==> config.mk <==
export PLATFORM = sky130hd
export DESIGN_NAME = booth_mac
export DESIGN_NICKNAME = d
export VERILOG_FILES = /design/src/rtl/booth_mac_pkg.sv /design/src/rtl/booth_recoder.sv /design/src/rtl/booth_pp_rows.sv /design/src/rtl/csa_reduce.sv /design/src/rtl/booth_mac.sv
export SDC_FILE = /design/constraint.sdc
export NUM_CORES = 1
export LEC_CHECK = 0
export ABC_CLOCK_PERIOD_IN_PS = 3500
export BUFFER_PORTS_ARGS = -buffer_cell sky130_fd_sc_hd__buf_2
export CORE_AREA = 2 2 88 90
export DETAILED_ROUTE_END_ITERATION = 16
export DIE_AREA = 0 0 90 92
export PLACE_DENSITY = 0.79
export SYNTH_ARGS = -nofsm -noshare
export SYNTH_HDL_FRONTEND = slang
export SYNTH_SLANG_ARGS = --single-unit
==> constraint.sdc <==
create_clock -name clk -period 3.5 [get_ports clk]
set_clock_uncertainty 0.2 [all_clocks]
set_input_delay 0.35 -clock clk [delete_from_list [all_inputs] [get_ports clk]]
set_output_delay 0.35 -clock clk [all_outputs]
set_load 0.01 [all_outputs]
==> src/rtl/booth_mac_pkg.sv <==
package booth_mac_pkg;

    // Selection produced by one radix-4 digit
    typedef struct packed {
        logic neg;   // digit is negative
        logic one;   // magnitude 1
        logic two;   // magnitude 2
    } booth_sel_t;

endpackage

==> src/rtl/booth_recoder.sv <==
module booth_recoder
    import booth_mac_pkg::*;
#(
    parameter int YW = 8
) (
    input  logic [YW-1:0]              y,
    output booth_sel_t [YW/2-1:0]      sel
);
    localparam int ND = YW / 2;

    for (genvar i = 0; i < ND; i++) begin : g_digit
        logic [2:0] grp;
        if (i == 0) begin : g_low
            assign grp = {y[1], y[0], 1'b0};
        end else begin : g_mid
            assign grp = {y[2*i+1], y[2*i], y[2*i-1]};
        end

        always_comb begin
            sel[i].one = grp[1] ^ grp[0];
            sel[i].two = (grp == 3'b011) || (grp == 3'b100);
            sel[i].neg = grp[2] & ~(grp[1] & grp[0]);
        end

        always_comb begin
            p_sel_onehot_r9: assert ($onehot0({sel[i].one, sel[i].two}) || $isunknown(grp));
        end
    end

endmodule

==> src/rtl/booth_pp_rows.sv <==
module booth_pp_rows
    import booth_mac_pkg::*;
#(
    parameter int XW = 8,
    parameter int YW = 8,
    parameter int PW = XW + YW
) (
    input  logic [XW-1:0]                   x,
    input  booth_sel_t [YW/2-1:0]           sel,
    output logic [YW/2:0][PW-1:0]           rows
);
    localparam int ND = YW / 2;
    localparam int MW = XW + 1;

    for (genvar i = 0; i < ND; i++) begin : g_row
        logic [MW-1:0] mag;
        logic [MW-1:0] flip;
        logic [PW-1:0] ext;
        always_comb begin
            if (sel[i].one)      mag = {x[XW-1], x};
            else if (sel[i].two) mag = {x, 1'b0};
            else                 mag = '0;
            flip = mag ^ {MW{sel[i].neg}};
            ext  = {{(PW-MW){flip[MW-1]}}, flip};
            rows[i] = ext << (2 * i);
        end
    end

    // Row of +1 carry-ins that completes each negation
    always_comb begin
        rows[ND] = '0;
        for (int i = 0; i < ND; i++) begin
            rows[ND][2*i] = sel[i].neg;
        end
    end

endmodule

==> src/rtl/csa_reduce.sv <==
module csa_reduce #(
    parameter int NR = 5,
    parameter int W  = 16
) (
    input  logic [NR-1:0][W-1:0] rows,
    output logic [W-1:0]         sum_row,
    output logic [W-1:0]         carry_row
);
    localparam int NS = NR - 2;

    logic [NS-1:0][W-1:0] st_s;
    logic [NS-1:0][W-1:0] st_c;

    for (genvar k = 0; k < NS; k++) begin : g_stage
        logic [W-1:0] a, b, c;
        if (k == 0) begin : g_first
            assign a = rows[0];
            assign b = rows[1];
        end else begin : g_next
            assign a = st_s[k-1];
            assign b = st_c[k-1];
        end
        assign c = rows[k+2];
        assign st_s[k] = a ^ b ^ c;
        assign st_c[k] = ((a & b) | (a & c) | (b & c)) << 1;
    end

    assign sum_row   = st_s[NS-1];
    assign carry_row = st_c[NS-1];

endmodule

==> src/rtl/booth_mac.sv <==
module booth_mac
    import booth_mac_pkg::*;
#(
    parameter int XW    = 8,
    parameter int YW    = 8,
    parameter int ACC_W = 20
) (
    input  logic             clk,
    input  logic             rst_n,
    input  logic             in_valid,
    input  logic             clear,
    input  logic [XW-1:0]    x_in,
    input  logic [YW-1:0]    y_in,
    output logic [ACC_W-1:0] acc_out,
    output logic             out_valid
);
    localparam int ND = YW / 2;
    localparam int NR = ND + 1;
    localparam int PW = XW + YW;

    typedef struct packed {
        logic [ACC_W-1:0] acc;
        logic             vld;
    } mac_state_t;

    booth_sel_t [ND-1:0]     sel;
    logic [NR-1:0][PW-1:0]   rows;
    logic [PW-1:0]           sum_row, carry_row, prod;
    logic [ACC_W-1:0]        prod_ext;
    mac_state_t              st_d, st_q;

    booth_recoder #(.YW(YW)) u_rec (
        .y   (y_in),
        .sel (sel)
    );

    booth_pp_rows #(.XW(XW), .YW(YW), .PW(PW)) u_pp (
        .x    (x_in),
        .sel  (sel),
        .rows (rows)
    );

    csa_reduce #(.NR(NR), .W(PW)) u_csa (
        .rows      (rows),
        .sum_row   (sum_row),
        .carry_row (carry_row)
    );

    always_comb begin
        prod     = sum_row + carry_row;
        prod_ext = {{(ACC_W-PW){prod[PW-1]}}, prod};
        st_d     = st_q;
        st_d.vld = in_valid;
        if (clear)    st_d.acc = '0;
        if (in_valid) st_d.acc = st_d.acc + prod_ext;
    end

    always_ff @(posedge clk or negedge rst_n) begin
        if (!rst_n) st_q <= '0;
        else        st_q <= st_d;
    end

    assign acc_out   = st_q.acc;
    assign out_valid = st_q.vld;

    p_valid_rise_r2: assert property (@(posedge clk) disable iff (!rst_n)
        in_valid |=> out_valid);
    p_valid_low_r2: assert property (@(posedge clk) disable iff (!rst_n)
        !in_valid |=> !out_valid);
    p_accum_r3: assert property (@(posedge clk) disable iff (!rst_n)
        (in_valid && !clear) |=> acc_out == $past(acc_out) + $past(prod_ext));
    p_clear_idle_r4: assert property (@(posedge clk) disable iff (!rst_n)
        (clear && !in_valid) |=> acc_out == '0);
    p_load_r5: assert property (@(posedge clk) disable iff (!rst_n)
        (clear && in_valid) |=> acc_out == $past(prod_ext));
    p_hold_r6: assert property (@(posedge clk) disable iff (!rst_n)
        (!clear && !in_valid) |=> $stable(acc_out));

endmodule

==> results of run 1 <==
state kept, by name, indices dropped and copies added (netlist names):
name / cells
acc_out: 20
out_valid: 1
metrics by stage:
| stage | cell area [um2] | setup WS (ps) | hold slack [ps] |
|---|---|---|---|
| 4_1_cts | 5990 | -2450 | 276 |
| 5_1_grt | 6390 | -3090 | 316 |
| 2_1_floorplan | 4420 | -2790 | -146 |
| 6_report | 6390 | -2840 | 314 |
| 3_5_place_dp | 5650 | -2930 | 151 |
| 3_3_place_gp | 5650 | -2770 | 126 |
what timing repair did:
item / CTS / global route
setup endpoints to repair: 17 / 17
gates cloned: 0 / 0
resized for setup: 43 / 76
hold buffers: 1 / 0
pin swaps: 35 / 49
setup buffers: 14 / 13
endpoints found under the hold margin: 21 / 0
area by class of cell:
class | count | area [um2] | share of cell area
Tap cell | 102 | 128 | 0.0200
Clock buffer | 3 | 41.3 | 0.00646
Timing Repair Buffer | 199 | 1490 | 0.234
Clock inverter | 1 | 7.51 | 0.00117
Multi-Input combinational cell | 458 | 4050 | 0.634
Inverter | 36 | 145 | 0.0227
Sequential cell | 21 | 526 | 0.0822
layout by cell type, fill, tap and decap left out, drive strengths merged, types with 3 or more instances in the layout:
master	n
xnor2	25
nand2	44
a31o	4
nand3	11
nor2	48
nand2b	7
nor3	5
clkinvlp	3
a21oi	43
o21ai	31
a22oi	3
a221oi	6
dfrtp	21
a21o	14
nor3b	3
mux2	14
inv	34
ha	53
mux2i	3
o211ai	10
nor2b	26
buf	197
o21bai	3
fa	21
or3	4
clkbuf	4
a211oi	43
xor2	11
and3	3
worst max-delay path by stage:
stage	endpoint	cells after the start	start
4_1_cts	acc_out[19]$_DFF_PN0_	24	y_in[3]
2_1_floorplan	acc_out[18]$_DFF_PN0_	27	y_in[3]
3_3_place_gp	acc_out[18]$_DFF_PN0_	29	y_in[1]
5_1_grt	acc_out[18]$_DFF_PN0_	31	y_in[3]
6_report	acc_out[18]$_DFF_PN0_	31	y_in[3]
3_5_place_dp	acc_out[19]$_DFF_PN0_	26	y_in[1]
worst register-to-register path: stages, from the launching register on:
cell and delay (ps):
dfrtp_1 350, nor2b_1 290, ha_1 300, a21oi_1 250, o211ai_1 170, a211o_1 340
a2111o_1 420, and2_4 170, buf_6 120, buf_6 110, xnor2_2 140, nand2_1 80
xnor2_1 160
kinds of logic after synthesis:
kind of cell             count (synthesis)  share of synthesized area
buffers and inverters                   70                     0.0613
flip-flops                              21                      0.123
adder cells (fa/ha/maj)                 74                      0.253
XOR/XNOR                                36                     0.0736
AO/OA/AOI/OAI                          172                      0.267
AND/OR/NAND/NOR                        159                      0.178
multiplexers                            17                     0.0438
routing by layer:
metal	vias to the layer above	routed length [um]	GRT usage
li1	2311	-	-
met1	2547	6150	0.403
met3	127	1310	0.0279
met4	0	1120	0.117
met5	-	0	0
met2	404	8700	0.609
==> results_dict.tcl, run 1 <==
set metrics [dict create \
    status "finished, violations left" \
    violations "setup timing" \
    slew_viol_final 0 \
    die-area_um2 8280 \
    antenna_found_initial 0 \
    syn_avg_cell_area_um2 7.80 \
    synth_most_common_cell "ha_1" \
    ant_nets 0 \
    layout.cells.non_filler 820 \
    clk_pin_slew_ps 100 \
    cp_top_family "adder cells" \
    syn_nets 643 \
    fin_util 0.859 \
    clk_latency_ps 280 \
    synth.distinct_cells 52 \
    grt_max_degree 26 \
    crit_path_end_kind "register" \
    grt_pass1_wl_um 23000 \
    synth_commonest_cells "ha_1 (53), nor2_1 (47), nand2_1 (44), a211oi_1 (43), a21oi_1 (43)" \
    worstSetupPathType "primary input to register" \
    min_from "in_valid" \
    final.fill_count 381 \
    drc 0 \
    drive_gt1_frac 0.423 \
    dpl.hpwl_um 10000 \
    die_h_um 92 \
    worstRegToRegCells 12 \
    dp_cells 795 \
    grt_setup_unrepaired "true" \
    r2r_end "acc_out[15]$_DFF_PN0_" \
    gp_congestion 0.953 \
    die_x_um 90 \
    yosysTopAreaCell "ha_1" \
    numCtsBuffers 3 \
    vias_per_cell 6.57 \
    drt-wirelength-per-cell_um 21.1 \
    min_path_cells 1 \
    rrSetupSlack_ps 290 \
    max_cap_viol_count 0 \
    core_region_area_um2 7450 \
    row_count 32 \
    vias 5389 \
    port_buffers 40 \
    tns_ps -34700 \
    start_kind "primary input" \
    ys.flop_type "dfrtp_1" \
    final_nets 813 \
    syn2layout_area_growth_pct 49.3 \
    setup_viol 17 \
    syn_area_um2 4280 \
    critPathSlowestCell "fa_1" \
    synth_area_leaders "ha_1 (15%), dfrtp_1 (12%), fa_1 (9.8%)" \
    syn_inst 549 \
    start_util 0.575 \
    fin_ws_ps -2840 \
    firstDrtPassIters 5 \
    fin_crit_sh 1.81 \
    synth_enable_flop_cells 0 \
    yosysSeqAreaShare 0.123 \
    gr-total-overflow 0 \
    root_buffer "clkbuf_8" \
    r2r_start "acc_out[1]$_DFF_PN0_" \
    drt_iter0_markers 544 \
    hp-class "primary input to register" \
    grt_usage 0.330 \
    synth.ff_latch_count 21 \
    synth_top_area_share 0.155 \
    cts_tree "done" \
    hold_end "out_valid$_DFF_PN0_" \
    worst_ep_arrival_time_ps 6320 \
    clk_path_buf_depth 2 \
    yosysWarningCount 0 \
    worst_slew_pin_slew_ps 635 \
    crit_fanout 6 \
    wirelength_um 17300 \
    maxSlewHeadroom 0.577 \
    diodes 0 \
    cts.sinks 21 \
    num_io_pins 41 \
    grt_pass1_vias 5026 \
    hold_viol 0 \
    cp.required_ps 3470 \
    synth-async-reset-ratio 1.00 \
    critPathMaxStageDelay_ps 550 \
    fin_crit_ps 6340 \
    cts_max_level 1 \
    cp_num_buf_inv 8 \
    fmax_ghz 0.158 \
]
Power of run 1 is left out: the tool's default activity adds up to more than one toggle a clock period on the data nets, which glitch-free logic cannot reach.
==> run 2, diff against run 1 <==
Settings changed: CAP_MARGIN set to 5, CELL_PAD_IN_SITES_DETAIL_PLACEMENT set to 1, CELL_PAD_IN_SITES_GLOBAL_PLACEMENT set to 1, CORE_AREA 2 2 88 90 to 2 2 100 102, DIE_AREA 0 0 90 92 to 0 0 102 104, PLACE_DENSITY 0.79 to not set, PLACE_DENSITY_LB_ADDON set to 0.1.
==> run 2 against run 1 <==
The flow still finishes with violations (setup timing); design area rose by 0.86%; critical path depth shrank 1; final cell count rose by 5.1%; via count rose by 1.9%; register-to-register slack got worse by 170 ps; hold slack improved by 18 ps; setup slack got worse by 320 ps; utilization shrank 18 points; critical path type unchanged.
==> results_dict.tcl, run 2 (synthesis gave the netlist of run 1 again) <==
set metrics [dict create \
    antenna_found_initial 0 \
    fmax_ghz 0.150 \
    largest_reg_flops 20 \
    critPathSlowestCell "fa_1" \
    grt_setup_unrepaired "true" \
    fin_util 0.675 \
    drt_iter0_markers 311 \
    gr-total-overflow 0 \
    crit_fanout 5 \
    port_buffers 40 \
    dpl.hpwl_um 12000 \
    maxSlewHeadroom 0.566 \
    hp-class "primary input to register" \
    cts.sinks 21 \
    route.met3.wl_um 1390 \
    grt_max_degree 26 \
    core_region_area_um2 9550 \
    die-area_um2 10600 \
    dp_cells 831 \
    ant_nets 0 \
    clk_latency_ps 280 \
    final-seq-area_um2 526 \
    fin_crit_sh 1.90 \
    final_nets 824 \
    grt_pass1_wl_um 28400 \
    vias_per_cell 6.37 \
    fin_crit_ps 6660 \
    numCtsBuffers 3 \
    worst_ep_arrival_time_ps 6630 \
    clk_path_buf_depth 2 \
    cts_tree "done" \
    grt_usage 0.333 \
    gp_congestion 0.939 \
    vias 5490 \
    multiInputGateArea_um2 3980 \
    worst_slew_pin_slew_ps 652 \
    layout.cells.non_filler 862 \
    cts_max_level 1 \
    wl_met2_um 11200 \
    start_util 0.449 \
    status "finished, violations left" \
    holdWs_ps 331 \
    root_buffer "clkbuf_8" \
    setup_viol 17 \
    critPathMaxStageDelay_ps 490 \
    hold_viol 0 \
    final_common_cell "buf_4" \
    top_layer "met4" \
    worstSetupPathType "primary input to register" \
    wirelength_um 22100 \
    diodes 0 \
    drc 0 \
    grt_pass1_vias 5668 \
    start_kind "primary input" \
    drive_gt1_frac 0.428 \
    die_h_um 104 \
    crit_path_end_kind "register" \
    slew_viol_final 0 \
    cp.required_ps 3470 \
    drt-met1-wl_um 7940 \
    firstDrtPassIters 4 \
    row_count 36 \
    final.fill_count 1138 \
    num_io_pins 41 \
    max_cap_viol_count 0 \
    clk_pin_slew_ps 90 \
    final_cell_mix "buf_4 (149), nor2_1 (43), nand2_1 (42)" \
    die_x_um 102 \
    syn2layout_area_growth_pct 50.6 \
    drt-wirelength-per-cell_um 25.7 \
    violations "setup timing" \
    fin_ws_ps -3160 \
]
-- run 2: cell count changes in the layout (fill, tap and decap cells not counted), moves of 3 or more --
cell / delta
buf_4: +8
buf_6: +3
inv_1: -4
inv_2: +4
o21ai_1: +6
o21ai_2: -4
-- run 2: area by class of cell --
class	instances	share of cell area
inverter	36	0.0221
timing repair buffer	210	0.245
clock inverter	1	0.00116
multi-input combinational	458	0.618
sequential	21	0.0815
tap	133	0.0258
clock buffer	3	0.00640
-- run 2: timing repair --
action / in CTS / in global routing
pin swaps: 40 / 47
setup buffers: 15 / 16
hold buffers: 1 / 0
hold endpoints to repair: 21 / 0
setup endpoints to repair: 17 / 17
resized for setup: 72 / 46
gates cloned: 1 / 0
-- run 2: through the flow --
step / area (um2) / TNS, ps / setup WS (ps)
final: 6450 / -36820 / -3160
after global routing: 6450 / -40090 / -3380
after CTS: 6180 / -29890 / -2480
after detailed placement: 5710 / -38340 / -3040
after global placement: 5710 / -34570 / -2760
after floorplan: 4420 / -30210 / -2790
-- run 2: layer usage --
layer  vias to the layer above  track usage
met5                         -            0
met4                         0        0.127
met3                       145       0.0477
met2                       323        0.597
met1                      2691        0.393
li1                       2331            -
-- run 2: worst max-delay path: cells and delay by family --
kind                     cells  cell delay (ps)
AO/OA/AOI/OAI               13             2590
XOR/XNOR                     2              210
adder cells (fa/ha/maj)      6             2130
buffers and inverters        5              680
multiplexers                 1              280
AND/OR/NAND/NOR              3              380
-- run 2: worst paths after layout --
kind / from / to / slack, ps / cells after the start
setup / recovery: y_in[1] / acc_out[18]$_DFF_PN0_ / -3160 / 30
hold / removal: in_valid / out_valid$_DFF_PN0_ / 330 / 1
setup reg to reg: acc_out[0]$_DFF_PN0_ / acc_out[18]$_DFF_PN0_ / 120 / 11
hold reg to reg: acc_out[19]$_DFF_PN0_ / acc_out[19]$_DFF_PN0_ / 400 / 2
max in group asynchronous: rst_n / acc_out[3]$_DFF_PN0_ / 2360 / 2
min in group asynchronous: rst_n / acc_out[15]$_DFF_PN0_ / 380 / 2
Power of run 2 is left out for the same reason.
